==> src/rtl/shrot_pkg.sv <==
package shrot_pkg;

   typedef enum logic [2:0] {
      OP_ROL = 3'd0,
      OP_ROR = 3'd1,
      OP_RCL = 3'd2,
      OP_RCR = 3'd3,
      OP_SHL = 3'd4,
      OP_SAR = 3'd5,
      OP_SHR = 3'd6,
      OP_NOP = 3'd7
   } rot_op_e;

   function automatic logic op_is_left(rot_op_e op);
      return (op == OP_ROL) || (op == OP_RCL) || (op == OP_SHL);
   endfunction

endpackage

==> src/rtl/shrot_bitstep.sv <==
module shrot_bitstep
   import shrot_pkg::*;
#(
   parameter int DATA_W = 16
) (
   input  logic [DATA_W-1:0] val_i,
   input  logic              wide_i,
   input  rot_op_e           op_i,
   input  logic              cf_i,
   output logic [DATA_W-1:0] val_o,
   output logic              cf_o
);
   localparam int HALF = DATA_W / 2;

   logic              top_bit;
   logic              fill;
   logic [DATA_W-1:0] up_v;
   logic [DATA_W-1:0] dn_v;

   assign top_bit = wide_i ? val_i[DATA_W-1] : val_i[HALF-1];

   always_comb begin
      fill = 1'b0;
      cf_o = cf_i;
      case (op_i)
         OP_ROL:  begin fill = top_bit;  cf_o = top_bit;  end
         OP_RCL:  begin fill = cf_i;     cf_o = top_bit;  end
         OP_SHL:  begin fill = 1'b0;     cf_o = top_bit;  end
         OP_ROR:  begin fill = val_i[0]; cf_o = val_i[0]; end
         OP_RCR:  begin fill = cf_i;     cf_o = val_i[0]; end
         OP_SAR:  begin fill = top_bit;  cf_o = val_i[0]; end
         OP_SHR:  begin fill = 1'b0;     cf_o = val_i[0]; end
         default: begin fill = 1'b0;     cf_o = cf_i;     end
      endcase
   end

   genvar gi;
   generate
      for (gi = 0; gi < DATA_W; gi++) begin : g_lane
         if (gi == 0) begin : g_low
            assign up_v[gi] = fill;
         end else begin : g_mid_up
            assign up_v[gi] = val_i[gi-1];
         end
         if (gi == DATA_W-1) begin : g_high
            assign dn_v[gi] = 1'b0;
         end else begin : g_mid_dn
            assign dn_v[gi] = val_i[gi+1];
         end
      end
   endgenerate

   always_comb begin
      if (op_i == OP_NOP) begin
         val_o = val_i;
      end else if (op_is_left(op_i)) begin
         val_o = up_v;
      end else begin
         val_o = dn_v;
         if (wide_i) val_o[DATA_W-1] = fill;
         else        val_o[HALF-1]   = fill;
      end
      if (!wide_i) val_o[DATA_W-1:HALF] = '0;
   end

endmodule

==> src/rtl/shrot_ovf.sv <==
module shrot_ovf
   import shrot_pkg::*;
#(
   parameter int DATA_W = 16
) (
   input  logic [DATA_W-1:0] val_i,
   input  logic              wide_i,
   input  rot_op_e           op_i,
   input  logic              cf_i,
   input  logic              of_i,
   input  logic              single_i,
   output logic              of_o
);
   localparam int HALF = DATA_W / 2;

   logic hi_bit;
   logic next_bit;

   assign hi_bit   = wide_i ? val_i[DATA_W-1] : val_i[HALF-1];
   assign next_bit = wide_i ? val_i[DATA_W-2] : val_i[HALF-2];

   always_comb begin
      if (!single_i || op_i == OP_NOP) of_o = of_i;
      else if (op_is_left(op_i))       of_o = hi_bit ^ cf_i;
      else                             of_o = hi_bit ^ next_bit;
   end

endmodule

==> src/rtl/shrot_unit.sv <==
module shrot_unit
   import shrot_pkg::*;
#(
   parameter int DATA_W = 16,
   parameter int CNT_W  = 8
) (
   input  logic              clk,
   input  logic              rst_n,
   input  logic              start,
   input  logic [2:0]        op_sel,
   input  logic              wide,
   input  logic              cnt_src,
   input  logic [CNT_W-1:0]  cnt_reg,
   input  logic [DATA_W-1:0] operand,
   input  logic              cf_in,
   input  logic              of_in,
   output logic [DATA_W-1:0] result,
   output logic              cf_out,
   output logic              of_out,
   output logic              busy,
   output logic              done
);
   localparam int HALF = DATA_W / 2;

   generate
      if (DATA_W < 4 || (DATA_W % 2) != 0) begin : g_bad_width
         $error("shrot_unit: DATA_W must be even and at least 4");
      end
      if (CNT_W < 1) begin : g_bad_cnt
         $error("shrot_unit: CNT_W must be at least 1");
      end
   endgenerate

   logic [DATA_W-1:0] val_q;
   logic [CNT_W-1:0]  cnt_q;
   logic              cf_q, of_q, wide_q, one_q, busy_q, done_q;
   rot_op_e           op_q;

   logic [CNT_W-1:0]  eff_cnt;
   logic [DATA_W-1:0] step_val;
   logic              step_cf;
   logic              fin_of;
   logic [DATA_W-1:0] load_val;

   assign eff_cnt  = cnt_src ? cnt_reg : CNT_W'(1);
   assign load_val = wide ? operand : {{(DATA_W-HALF){1'b0}}, operand[HALF-1:0]};

   shrot_bitstep #(.DATA_W(DATA_W)) u_step (
      .val_i  (val_q),
      .wide_i (wide_q),
      .op_i   (op_q),
      .cf_i   (cf_q),
      .val_o  (step_val),
      .cf_o   (step_cf)
   );

   shrot_ovf #(.DATA_W(DATA_W)) u_ovf (
      .val_i    (val_q),
      .wide_i   (wide_q),
      .op_i     (op_q),
      .cf_i     (cf_q),
      .of_i     (of_q),
      .single_i (one_q),
      .of_o     (fin_of)
   );

   always_ff @(posedge clk or negedge rst_n) begin
      if (!rst_n) begin
         val_q  <= '0;
         cnt_q  <= '0;
         cf_q   <= 1'b0;
         of_q   <= 1'b0;
         wide_q <= 1'b0;
         one_q  <= 1'b0;
         busy_q <= 1'b0;
         done_q <= 1'b0;
         op_q   <= OP_NOP;
      end else begin
         done_q <= 1'b0;
         if (!busy_q) begin
            if (start) begin
               val_q  <= load_val;
               cf_q   <= cf_in;
               of_q   <= of_in;
               cnt_q  <= eff_cnt;
               one_q  <= (eff_cnt == CNT_W'(1));
               op_q   <= rot_op_e'(op_sel);
               wide_q <= wide;
               busy_q <= 1'b1;
            end
         end else if (cnt_q == '0) begin
            busy_q <= 1'b0;
            done_q <= 1'b1;
            of_q   <= fin_of;
         end else begin
            val_q <= step_val;
            cf_q  <= step_cf;
            cnt_q <= cnt_q - 1'b1;
         end
      end
   end

   assign result = val_q;
   assign cf_out = cf_q;
   assign of_out = of_q;
   assign busy   = busy_q;
   assign done   = done_q;


   done_pulse_chk: assert property (@(posedge clk) disable iff (!rst_n)
      done |=> !done);


   zero_cnt_chk: assert property (@(posedge clk) disable iff (!rst_n)
      (start && !busy_q && eff_cnt == '0) |=> ##1 (done && !busy));


   cnt_step_chk: assert property (@(posedge clk) disable iff (!rst_n)
      (busy_q && cnt_q != '0) |=> (busy_q && cnt_q == $past(cnt_q) - 1'b1));


   byte_mask_chk: assert property (@(posedge clk) disable iff (!rst_n)
      (done && !wide_q) |-> (result[DATA_W-1:HALF] == '0));


   sar_sign_chk: assert property (@(posedge clk) disable iff (!rst_n)
      (busy_q && cnt_q != '0 && op_q == OP_SAR && wide_q)
         |=> (val_q[DATA_W-1] == $past(val_q[DATA_W-1])));

endmodule

==> config.mk <==
export PLATFORM = sky130hd
export DESIGN_NAME = shrot_unit
export DESIGN_NICKNAME = d
export VERILOG_FILES = /design/src/rtl/shrot_pkg.sv /design/src/rtl/shrot_bitstep.sv /design/src/rtl/shrot_ovf.sv /design/src/rtl/shrot_unit.sv
export SDC_FILE = /design/constraint.sdc
export NUM_CORES = 1
export LEC_CHECK = 0
export ABC_AREA = 1
export BUFFER_PORTS_ARGS = -buffer_cell sky130_fd_sc_hd__buf_2
export CORE_MARGIN = 2
export CORE_UTILIZATION = 45
export DETAILED_ROUTE_END_ITERATION = 12
export HOLD_SLACK_MARGIN = 0.15
export PLACE_DENSITY = 0.69
export SLEW_MARGIN = 30
export SYNTH_ARGS = -nofsm -noshare
export SYNTH_HDL_FRONTEND = slang
export SYNTH_SLANG_ARGS = --single-unit
==> constraint.sdc <==
create_clock -name clk -period 2.4 [get_ports clk]
set_clock_uncertainty 0.15 [all_clocks]
set_input_delay 0.12 -clock clk [delete_from_list [all_inputs] [get_ports clk]]
set_output_delay 0.12 -clock clk [all_outputs]
set_load 0.1 [all_outputs]
==> flow_summary.toml <==
[status]
status = "complete, no violations"

[synth]
syn_nets = 347
yosys_warnings = 0
ys_ff_latch = 33
synth_cell_types = 29
synth_edf_count = 0
avgSynthCellArea_um2 = 6.91
synth_area_mm2 = 0.00215
ys_seq_area_share_pct = 38.5
synthArstFlopShare_pct = 100
synth_ff_type = "dfrtp_1"
synthCells = 312

[finish]
syn2layout_area_growth_pct = 34.9
nets = 438
stdcell_count = 458
fillerInstances = 429
layout_commonest_cell = "nand2_1"
multi_input_area_mm2 = 0.00113
final_cell_mix = "nand2_1 (107), buf_2 (53), dlygate4sd3_1 (38)"
antenna_cells = 0
final_util_pct = 62.4
layout-drive-gt1-share_pct = 24.0
regArea_um2 = 830

[floorplanning]
die_x_um = 73.2
rows = 25
start_util_pct = 46.2
fp.dieH_um = 73.2
die_area_mm2 = 0.00536
core_area_mm2 = 0.00466
io_pins = 54

[power_and_ir_drop]
internal_power_w = 0.00177
p_sw_w = 0.00258
irDropWorstVdd_mv = 1.16
powerDensity_mw_per_mm2 = 1500
pwr-share-comb_pct = 65.5
seq_power_share_pct = 25.2
power.leakage_nw = 1.52
swShare_pct = 59.3
clock_power_share_pct = 9.3

[min_path]
whs_endpoint = "one_q"
whs_path_depth = 4
hp-class = "in -> reg"
worstHoldStart = "cnt_src"

[worst_setup_path]
slowest_delay_ns = 0.57
r2r_start = "cnt_q[0]"
cp_common_cell = "nand2_1"
cp_max_fo = 7
reg2reg_depth = 10
startpoint_type = "flip-flop"
cp_cell_sequence = "inv_1 -> ha_1 -> nand2_1 -> nor2_2 -> nand3_4 -> nand2_4 -> a21oi_1 -> nand2_1 -> nand2_1 -> dlygate4sd3_1"
slowest_stage = "dlygate4sd3_1"
regToRegSetupSlack_ns = 0.08
cp.arrival_ns = 2.33
required_ns = 2.41
path_class = "reg -> reg"
worst_r2r_endpoint = "cnt_q[7]"
endpoint_kind = "flip-flop"

[grt]
gr-total-overflow = 0
grt_antenna_before_repair = 0
grt_max_degree = 34
grt_pass1_wl_mm = 9.09
grt_pass1_vias = 2129
gr-usage-all-layers_pct = 21.8

[route]
drt_iter0_drc = 179
routed_wl_mm = 5.57
dr.pass1.iters = 5
via_per_inst = 5.00
ant_nets = 0
wl_per_cell_um = 12.2
drc = 0
vias = 2292

[timing]
setup_viol = 0
slew_headroom_pct = 49.2
fin_setup_tns_ns = 0
setup_slack_ns = 0.0820
min_period_ns = 2.32
grt_setup_unrepaired = "false"
period_share_pct = 96.6
report.final.hold_viol_count = 0
tightest_slew_ns = 0.762
fmax_mhz = 431
slew_viol_final = 0

[placed_design]
dp_cells = 412
place.detailed.hpwl_mm = 3.86
gp_congestion = 0.848
place_ws_ns = 0.517
io_buffer_count = 53

[cts]
cts.sinks = 33
cts_tree = "built"
htreeDepth = 2
clk_path_buf_depth = 2
clk_pin_slew_ns = 0.07
worstSkewPairLatency_ns = 0.28
cts_resized = 0
cts_buffers = 5
ctsRootBufferMaster = "clkbuf_8"

[flow_run]
cap_violations = 0
==> cells in the mapped netlist (3+ instances only) <==
master | count | area (µm²)
inv_1 | 24 | 90.1
nand3_1 | 21 | 105
nor2_1 | 22 | 82.6
buf_2 | 6 | 30.0
dfstp_2 | 3 | 78.8
or2_2 | 3 | 18.8
o21ai_0 | 35 | 175
inv_2 | 9 | 33.8
nand2_1 | 107 | 402
o21ai_2 | 11 | 96.3
nand2_2 | 3 | 18.8
a21oi_1 | 16 | 80.1
dfrtp_1 | 30 | 751
==> worst max-delay path: cells and delay by family (launching register included) <==
family | cells | cell delay (ns)
AOI/OAI and AO/OA | 1 | 0.06
adders and majority gates | 1 | 0.20
buffers and inverters | 2 | 0.69
DFF | 1 | 0.38
and+or+nand+nor | 6 | 0.72
==> routing by layer <==
layer / share of wire, % / up-vias / GRT usage [%]
met2: 48 / 77 / 36.2
met1: 45 / 1018 / 27.9
met5: 0 / - / 0
met4: 1.7 / 0 / 8.85
li1: - / 1187 / -
met3: 5.4 / 10 / 4.01
==> cell type report <==
class,count,share of cell area [%]
multi-input cells,235,39.0
well taps,54,2.32
inverters,34,4.39
flip-flops and latches,33,28.5
repair buffers,94,23.0
clock buffers,8,2.76
==> state kept, by name (all words and copies together), names as in the netlist <==
name    count
busy        1
cf_out      1
cnt_q       8
done        1
of_out      1
one_q       1
op_q        3
result     16
wide_q      1
==> stage by stage <==
stage	power, W	cell area [µm²]	hold slack, ns
floorplan	0.00338	2150	-0.326
global placement	0.00384	2450	0.0724
detailed placement	0.00389	2450	0.0829
CTS	0.00436	2910	0.169
global route	0.00471	2910	0.216
finish	0.00435	2910	0.180
==> kinds of logic after synthesis <==
kind of cell,share of synthesized area (%)
AND/OR/NAND/NOR,33.0
XOR/XNOR,0.407
AO/OA/AOI/OAI,18.1
multiplexers,0.523
adder cells (fa/ha/maj),0.581
flip-flops,38.5
buffers and inverters,8.88
==> power by group through the flow <==
stage                     Clock (W)  Combinational [W]  Sequential (W)
after detailed placement          0            0.00279         0.00110
after global routing       0.000439            0.00314         0.00113
final                      0.000405            0.00285         0.00110
after CTS                  0.000417            0.00285         0.00109
after floorplan                   0            0.00133         0.00205
after global placement            0            0.00275         0.00110
==> what timing repair did <==
item	CTS	global route
hold buffers	38	0
endpoints found under the hold margin	61	0
endpoints found under the setup margin	0	0
buffers inserted	0	0
==> worst max path at each step <==
stage               slack [ns]  depth (start not counted)    endpoint      from
finish                    0.08                         10    cnt_q[7]  cnt_q[0]
global route             0.003                         10    cnt_q[7]  cnt_q[0]
CTS                       0.16                         10    cnt_q[7]  cnt_q[0]
detailed placement        0.52                          9   result[1]  cnt_q[0]
global placement          0.59                          9   result[1]  cnt_q[0]
floorplan                 0.35                          8  result[13]      busy
Power figures use the tool's default switching activity.
